## src/rtl/alu_status_pkg.sv

```systemverilog
package alu_status_pkg;
  localparam int OP_W = 6;

  typedef enum logic [OP_W-1:0] {
    OPC_ADD = 6'h01,
    OPC_SUB = 6'h02,
    OPC_AND = 6'h03,
    OPC_OR  = 6'h04,
    OPC_XOR = 6'h05,
    OPC_NOT = 6'h06,
    OPC_CMP = 6'h07,
    OPC_SLL = 6'h08,
    OPC_SRL = 6'h09,
    OPC_ROL = 6'h0A,
    OPC_ROR = 6'h0B
  } alu_op_e;

  // flag bit positions inside the status word
  localparam int FLG_ZERO = 0;
  localparam int FLG_CARRY = 1;
  localparam int FLG_PARITY = 2;
  localparam int FLG_OVF = 3;
  localparam int FLG_N = 4;

  typedef struct packed {
    logic ovf;
    logic parity;
    logic carry;
    logic zero;
  } alu_flags_t;
endpackage

```

## src/rtl/alu_addsub.sv

```systemverilog
module alu_addsub #(
  parameter int W = 32
) (
  input  logic [W-1:0] a,
  input  logic [W-1:0] b,
  input  logic         sub,
  output logic [W-1:0] sum,
  output logic         carry,
  output logic         ovf
);
  logic [W-1:0] b_eff;
  logic [W:0]   wide;

  always_comb begin
    b_eff = sub ? ~b : b;
    wide  = {1'b0, a} + {1'b0, b_eff} + {{W{1'b0}}, sub};
    sum   = wide[W-1:0];
    // for subtraction the adder carry is the inverse of a borrow
    carry = sub ? ~wide[W] : wide[W];
    ovf   = (a[W-1] == b_eff[W-1]) && (sum[W-1] != a[W-1]);
  end
endmodule

```

## src/rtl/alu_barrel.sv

```systemverilog
module alu_barrel #(
  parameter int W = 32,
  localparam int SW = $clog2(W)
) (
  input  logic [W-1:0]  din,
  input  logic [SW-1:0] amt,
  input  logic          left,
  input  logic          rotate,
  output logic [W-1:0]  dout
);
  logic [W-1:0] stage [0:SW];

  assign stage[0] = din;

  for (genvar i = 0; i < SW; i++) begin : g_stage
    localparam int K = 1 << i;
    logic [W-1:0] moved;
    always_comb begin
      if (left) begin
        if (rotate) moved = {stage[i][W-1-K:0], stage[i][W-1:W-K]};
        else        moved = {stage[i][W-1-K:0], {K{1'b0}}};
      end else begin
        if (rotate) moved = {stage[i][K-1:0], stage[i][W-1:K]};
        else        moved = {{K{1'b0}}, stage[i][W-1:K]};
      end
    end
    assign stage[i+1] = amt[i] ? moved : stage[i];
  end

  assign dout = stage[SW];
endmodule

```

## src/rtl/alu_status_reg.sv

```systemverilog
module alu_status_reg #(
  parameter int SW_W = 32
) (
  input  logic                     clk,
  input  logic                     rst,
  input  logic                     upd,
  input  alu_status_pkg::alu_flags_t flags_in,
  output logic [SW_W-1:0]          status
);
  localparam int NF = alu_status_pkg::FLG_N;

  logic [NF-1:0] flag_q;

  always_ff @(posedge clk) begin
    if (rst)      flag_q <= '0;
    else if (upd) flag_q <= flags_in;
  end

  assign status = {{(SW_W-NF){1'b0}}, flag_q};
endmodule

```

## src/rtl/alu_status_unit.sv

```systemverilog
module alu_status_unit
  import alu_status_pkg::*;
#(
  parameter int DATA_W = 32,
  parameter int STAT_W = 32,
  localparam int SH_W = $clog2(DATA_W)
) (
  input  logic              clk,
  input  logic              rst,
  input  logic [OP_W-1:0]   op_code,
  input  logic [DATA_W-1:0] opnd_a,
  input  logic [DATA_W-1:0] opnd_b,
  input  logic [SH_W-1:0]   shamt,
  input  logic              flag_we,
  output logic [DATA_W-1:0] alu_result,
  output logic              res_wr,
  output logic [STAT_W-1:0] status_word
);
  logic [DATA_W-1:0] as_sum, sh_out, val;
  logic              as_carry, as_ovf, is_sub, known;
  logic              sh_left, sh_rot, arith_op;
  alu_flags_t        nxt;

  assign is_sub  = (op_code == OPC_SUB) || (op_code == OPC_CMP);
  assign sh_left = (op_code == OPC_SLL) || (op_code == OPC_ROL);
  assign sh_rot  = (op_code == OPC_ROL) || (op_code == OPC_ROR);

  alu_addsub #(.W(DATA_W)) u_addsub (
    .a(opnd_a), .b(opnd_b), .sub(is_sub),
    .sum(as_sum), .carry(as_carry), .ovf(as_ovf)
  );

  alu_barrel #(.W(DATA_W)) u_barrel (
    .din(opnd_a), .amt(shamt), .left(sh_left), .rotate(sh_rot),
    .dout(sh_out)
  );

  always_comb begin
    known    = 1'b1;
    arith_op = 1'b0;
    val      = '0;
    unique case (op_code)
      OPC_ADD, OPC_SUB, OPC_CMP: begin val = as_sum; arith_op = 1'b1; end
      OPC_AND: val = opnd_a & opnd_b;
      OPC_OR:  val = opnd_a | opnd_b;
      OPC_XOR: val = opnd_a ^ opnd_b;
      OPC_NOT: val = ~opnd_a;
      OPC_SLL, OPC_SRL, OPC_ROL, OPC_ROR: val = sh_out;
      default: known = 1'b0;
    endcase
  end

  always_comb begin
    nxt.zero   = (val == '0);
    nxt.parity = ^val;
    nxt.carry  = arith_op & as_carry;
    nxt.ovf    = arith_op & as_ovf;
  end

  assign alu_result = val;
  assign res_wr     = known && (op_code != OPC_CMP);

  alu_status_reg #(.SW_W(STAT_W)) u_status (
    .clk(clk), .rst(rst), .upd(flag_we && known),
    .flags_in(nxt), .status(status_word)
  );
endmodule

```

## config.mk

```make
export PLATFORM = sky130hd
export DESIGN_NAME = alu_status_unit
export DESIGN_NICKNAME = d
export VERILOG_FILES = /design/src/rtl/alu_status_pkg.sv /design/src/rtl/alu_addsub.sv /design/src/rtl/alu_barrel.sv /design/src/rtl/alu_status_reg.sv /design/src/rtl/alu_status_unit.sv
export SDC_FILE = /design/constraint.sdc
export NUM_CORES = 1
export LEC_CHECK = 0
export BUFFER_PORTS_ARGS = -buffer_cell sky130_fd_sc_hd__buf_2
export CAP_MARGIN = 20
export CORE_MARGIN = 1
export CORE_UTILIZATION = 25
export DETAILED_ROUTE_END_ITERATION = 8
export PLACE_DENSITY_LB_ADDON = 0.3
export SLEW_MARGIN = 0
export SYNTH_ARGS = -nofsm -noshare
export SYNTH_HDL_FRONTEND = slang
export SYNTH_SLANG_ARGS = --single-unit
```

## constraint.sdc

```tcl
create_clock -name clk -period 18 [get_ports clk]
set_clock_uncertainty 0.15 [all_clocks]
set_input_delay 1.8 -clock clk [delete_from_list [all_inputs] [get_ports clk]]
set_output_delay 1.8 -clock clk [all_outputs]
set_load 0.01 [all_outputs]
```

Word-level counts from Yosys, hierarchy flattened. Index checks and enable logic that the tools add are counted.

Register bits: 4. Output and inout bits: 65. Word-level logic and storage cells: 61.

$add $sub $neg: 2. Eq/ne operators: 14. Multiplexer cells: 25. Bitwise logic cells: 8. Reductions and logical operators: 11.

Operator list (number): $mux W32 (16); $pmux W32 S6 (1); $not A32 Y32 (2); $add A32 B32 Y33 (1); $add A33 B1 Y33 (1); $and A32 B32 Y32 (1); $logic_not A32 Y1 (1); $or A32 B32 Y32 (1); $reduce_xor A32 Y1 (1); $xor A32 B32 Y32 (1); $eq A6 B3 Y1 const B (4); $eq A6 B4 Y1 const B (4); $mux W16 (1); $eq A6 B2 Y1 const B (2); $reduce_or A11 Y1 (1); $mux W8 (1); $eq A6 B1 Y1 const B (1); $ne A6 B3 Y1 const B (1); $mux W1 (4); $mux W4 (1); $reduce_or A4 Y1 (1); $logic_and A1 B1 Y1 (3); $logic_or A1 B1 Y1 (3); $reduce_or A3 Y1 (1); other kinds (5) (6).

Logic depth before layout (Yosys ltp).
Word-level depth: 19. Depth in mapped cells: 24. Mapped depth without buffers: 21.

Modules after synthesis. From an unflattened synthesis, not the netlist that was laid out.

Cells, all modules: 1512. Area total of the unflattened synthesis: 10985.5 µm².

Modules (own cells, without submodules): alu_barrel (times used 1, cells an instance 722, area each 4981.0 µm², sequential area each 0.0 µm²); alu_status_unit (times used 1, cells an instance 448, area each 3499.6 µm², sequential area each 0.0 µm²); alu_addsub (times used 1, cells an instance 300, area each 2150.8 µm², sequential area each 0.0 µm²); alu_status_reg (times used 1, cells an instance 42, area each 354.1 µm², sequential area each 80.1 µm²).

Worst setup path before layout. No wires, ideal clock.

Path kind: input -> output. Start: input op_code[1]. End: output alu_result[26]. Arrival time: 6276 ps. Setup slack: 9774 ps. Stages on the path: 15. Cells stage by stage: clkbuf_1 -> buf_1 -> buf_1 -> nand3_1 -> clkbuf_1 -> xnor2_1 -> ha_1 -> a211oi_1 -> nor2_1 -> or4_1 -> nor4_1 -> a21oi_1 -> or2_1 -> a32o_1 -> or3_1.

Cells in the longest elaborated chain, start to end: 17. Elaborated cells between the ends (all ways): 36. Classes of those cells: add/sub (2); eq/ne (11); mux (18); reduce/logical (5).

Ends and longest elaborated chain: start: declaration (RTL line alu_status_unit.sv:10) `input logic [OP_W-1:0] op_code,`; branches (longest 16 deep; another with $add A32 B32 Y33); $pmux W32 S6 * (RTL line alu_status_unit.sv:42) `unique case (op_code)`; end: declaration (RTL line alu_status_unit.sv:15) `output logic [DATA_W-1:0] alu_result,`.

Every way passes the cells marked *.

Worst setup path after layout.
Start: input op_code[0]. End: output alu_result[26].

Same word-level chain as after synthesis.

==> Flow_metrics.wiki <==
{| class="wikitable"
! Metric !! Value
|-
| Setup Fix Bufs, Post-CTS || 0
|-
| Cts hold-fix bufs || 0
|-
| Iteration count of the initial detailed-routing pass || 6
|-
| Max-slew violations || 0
|-
| Top area cells in the synthesized netlist || ha_1 15%, a21oi_1 6.0%, xnor2_1 5.4%, mux2i_1 5.1%, nor2_1 4.6%
|-
| Multi-input gate area in the final layout || 8600 µm²
|-
| Depth of the worst register-to-register path || 2
|-
| Netlist area before placement || around 9500 µm²
|-
| Via density || 6.20
|-
| Commonest non-fill, non-tap cells in the layout || 114 x nor2_1, 114 x buf_2, 113 x a21oi_1, 111 x ha_1, 95 x nand2_1
|-
| Average routed wire per standard cell || 26.5 µm
|-
| Final Critical Period || 8.45 ns
|-
| Sequential-to-total area share from yosys stat || 0.844%
|-
| Synthesized instance count || 1389
|-
| Maximum clock insertion buffer count || 2
|-
| Synth Area per Inst || roughly 6.8 µm²
|-
| Period Utilization, post-route || a little under half
|-
| XOR/XNOR share of the synthesized area || 6.37%
|-
| Global route overflow || 0
|-
| Placed instance count || 1925
|-
| Worst Setup Path Type || in2out
|-
| Area of the core region || ~37000 µm²
|-
| Cell Count, Final, Fillers Out || between 1500 and 2000
|-
| Post-layout nets || approximately 1600
|-
| Most common flop cell mapped by yosys || dfxtp_1
|-
| Biggest area consumer among synthesized cells || ha_1
|-
| Routed Wire Length || approximately 50 mm
|-
| Worst setup slack for register-to-register paths || 17.26 ns
|-
| Biggest regs || u_status.flag_q (4)
|-
| Critical path destination || alu_result[26]
|-
| Number of global-route vias before repair || 10611
|-
| DRC violations left || 0
|-
| Clk slew on worst S/H paths || 0.03 ns
|-
| Class of the most critical hold timing path || reg2reg
|-
| H-tree levels || 1
|-
| TritonCTS clock tree || built
|-
| Total setup violations reported at the end of the flow || 0
|-
| Unrepaired setup endpoints after global routing || false
|-
| Maximum number of pins on one net before global-route repair || 84
|-
| Portion of netlist area occupied by mux cells || under 10%
|-
| Final weighted congestion of routability-driven global placement || 1.01
|-
| Die Y-Extent || 197 µm
|-
| Destination of the worst register-to-register timing path || u_status.flag_q[0]
|-
| Horizontal extent of the die || roughly 200 µm
|-
| Fraction of the mapped netlist area in adder cells || 14.8%
|-
| Number of flip-flops in the largest register || 4
|-
| Run status || completed
|-
| Worst Hold Depth || 2
|-
| Synthesis warning total || 0
|-
| Filler cells || 4170
|-
| Pre-CTS setup slack || 9.69 ns
|-
| Signal arrival time at the worst endpoint || 6.50 ns
|-
| Number of flops mapped to enable cells by yosys || 0
|-
| Total vias in the final route || 11951
|-
| Sum Neg Setup Slack || 0 ns
|-
| Largest register by flop count || u_status.flag_q
|-
| Final Hold Fails || 0
|-
| Count of port buffers added during placement || 114
|-
| CP required || 16.05 ns
|-
| Flip-flop and latch count after synthesis || 4
|-
| Number of distinct library cell variants in the gate-level netlist after synthesis || 89
|-
| Final HPWL DP || 40.5 mm
|-
| Area growth syn-to-layout || 9.93%
|-
| Peak supply drop || 23.2 µV
|-
| Worst slew margin relative to its limit || 24.7%
|-
| Fmax || ~120 MHz
|-
| Power per standard cell area || roughly 35 nW/µm²
|-
| Worst Max-Slew Pin Slew || between 1 and 1.5 ns
|-
| Combinational family with the most area after synthesis || compound AO/OA/AOI/OAI gates
|-
| First-iteration detailed-routing DRC count || approximately 1600
|-
| Initial antenna violation count || 1
|-
| Synth Area in Simple Gates || 21.2%
|-
| Die footprint || 38700 µm²
|-
| I/O pin count || 143
|-
| Residual antenna-violating net count after detailed routing || 0
|-
| Async set-reset flop share out of synthesis || 0%
|-
| RR Startpoint || u_status.flag_q[0]
|-
| Post-layout worst setup margin || 9.55 ns
|-
| Top cell type's share of synthesized area || 14.6%
|-
| Fraction of final layout cells with drive strength greater than 1 || 13.9%
|-
| Total track usage || about 25%
|-
| CTS root buf || clkbuf_16
|-
| Kind of start point of the critical path || input port
|-
| Compound-cell area share of the yosys netlist || between 30% and 40%
|-
| Std-Cell Rows || 70
|-
| Total leakage power || 4.37 nW
|-
| # diodes || 0
|-
| Power, Total || 0.367 mW
|-
| Worst-path fanout max || 45
|-
| Kind of end point of the critical path || primary output
|-
| Clock latency of the later-clocked register in the worst-skew pair || 0.23 ns
|-
| Area used by sequential logic in the layout || between 80 and 90 µm²
|-
| Post_cts resized || 0
|-
| Num Clock Sinks || 4
|-
| TritonCTS Buffers || 3
|-
| Worst setup path startpoint || op_code[0]
|-
| Max-cap viol count || 0
|-
| Effective utilization at floorplan || 25.7%
|-
| Wire length of the first global-routing pass || 73.2 mm
|}
==> critical path: stages <==
cell and delay [ns]:
buf_2 0.07, buf_4 0.50, xnor2_1 0.21, nand3_2 0.11, buf_4 0.51, xnor2_1 0.14
ha_1 0.38, a211oi_1 0.26, nor2_1 0.08, or4_1 0.57, nor4_1 0.50, a21oi_1 0.17
or2_1 0.26, a32o_1 0.32, or3_1 0.40, buf_2 0.15
==> metrics by stage <==
| step | utilization [%] | instance area [µm²] | hold slack (ns) |
|---|---|---|---|
| floorplan | - | 9590 | 0.325 |
| global placement | 28.0 | 10400 | 0.305 |
| detailed placement | 28.0 | 10400 | 0.284 |
| CTS | 28.2 | 10400 | 0.299 |
| global route | 28.2 | 10400 | 0.322 |
| finish | 28.2 | 10400 | 0.295 |
==> cell usage after synthesis (15+ instances only) <==
cell      count
nand4_1      16
mux2i_1      48
a31oi_1      19
o21ai_0      41
o22ai_1      21
ha_1        111
o221ai_1     17
a21oi_1     114
nand2_1      96
a311oi_1     33
buf_4        28
o31ai_1      15
o211ai_1     17
xnor2_1      59
buf_2        15
o21ai_1      23
nor2_1      116
inv_1        78
nor3_1       38
nor4_1       16
clkbuf_1     75
a211oi_1     41
a22oi_1      36
nand3_1      59
==> area by class of cell <==
cell class / count / share of cell area [%]
well taps: 504 / 6.04
repair buffers: 137 / 7.12
multi-input cells: 1200 / 82.5
inverters: 80 / 2.88
clock buffers: 3 / 0.720
flip-flops and latches: 4 / 0.768
==> where the power goes <==
group / internal [mW] / switching [mW] / total, mW
logic: 0.109 / 0.213 / 0.322
clock network: 0.0284 / 0.00646 / 0.0348
registers: 0.00938 / 0.000206 / 0.00958
==> how the worst min path moves through the flow <==
| stage | endpoint | from | slack (ns) |
|---|---|---|---|
| 2_1_floorplan | u_status.flag_q[3] | u_status.flag_q[3] | 0.32 |
| 3_3_place_gp | u_status.flag_q[3] | u_status.flag_q[3] | 0.30 |
| 3_5_place_dp | u_status.flag_q[3] | u_status.flag_q[3] | 0.28 |
| 4_1_cts | u_status.flag_q[3] | u_status.flag_q[3] | 0.30 |
| 5_1_grt | u_status.flag_q[3] | u_status.flag_q[3] | 0.32 |
| 6_report | u_status.flag_q[3] | u_status.flag_q[3] | 0.30 |
==> routing by layer <==
layer	GRT usage [%]	vias up	share of wire [%]
li1	-	5369	-
met1	34.3	5719	42
met2	39.8	758	44
met3	3.22	105	9.1
met4	11.9	0	5.3
met5	0	-	0
==> kinds of logic (layout without fill, tap and decap cells) <==
kind of cell / Yosys count / after routing
AOI/OAI and AO/OA: 524 / 524
xor gates and xnor gates: 69 / 69
adders and majority gates: 112 / 112
buffers and inverters: 212 / 220
DFF: 4 / 4
muxes: 58 / 58
other: 1 / 28
and+or+nand+nor: 409 / 409
Power figures use the tool's default switching activity.
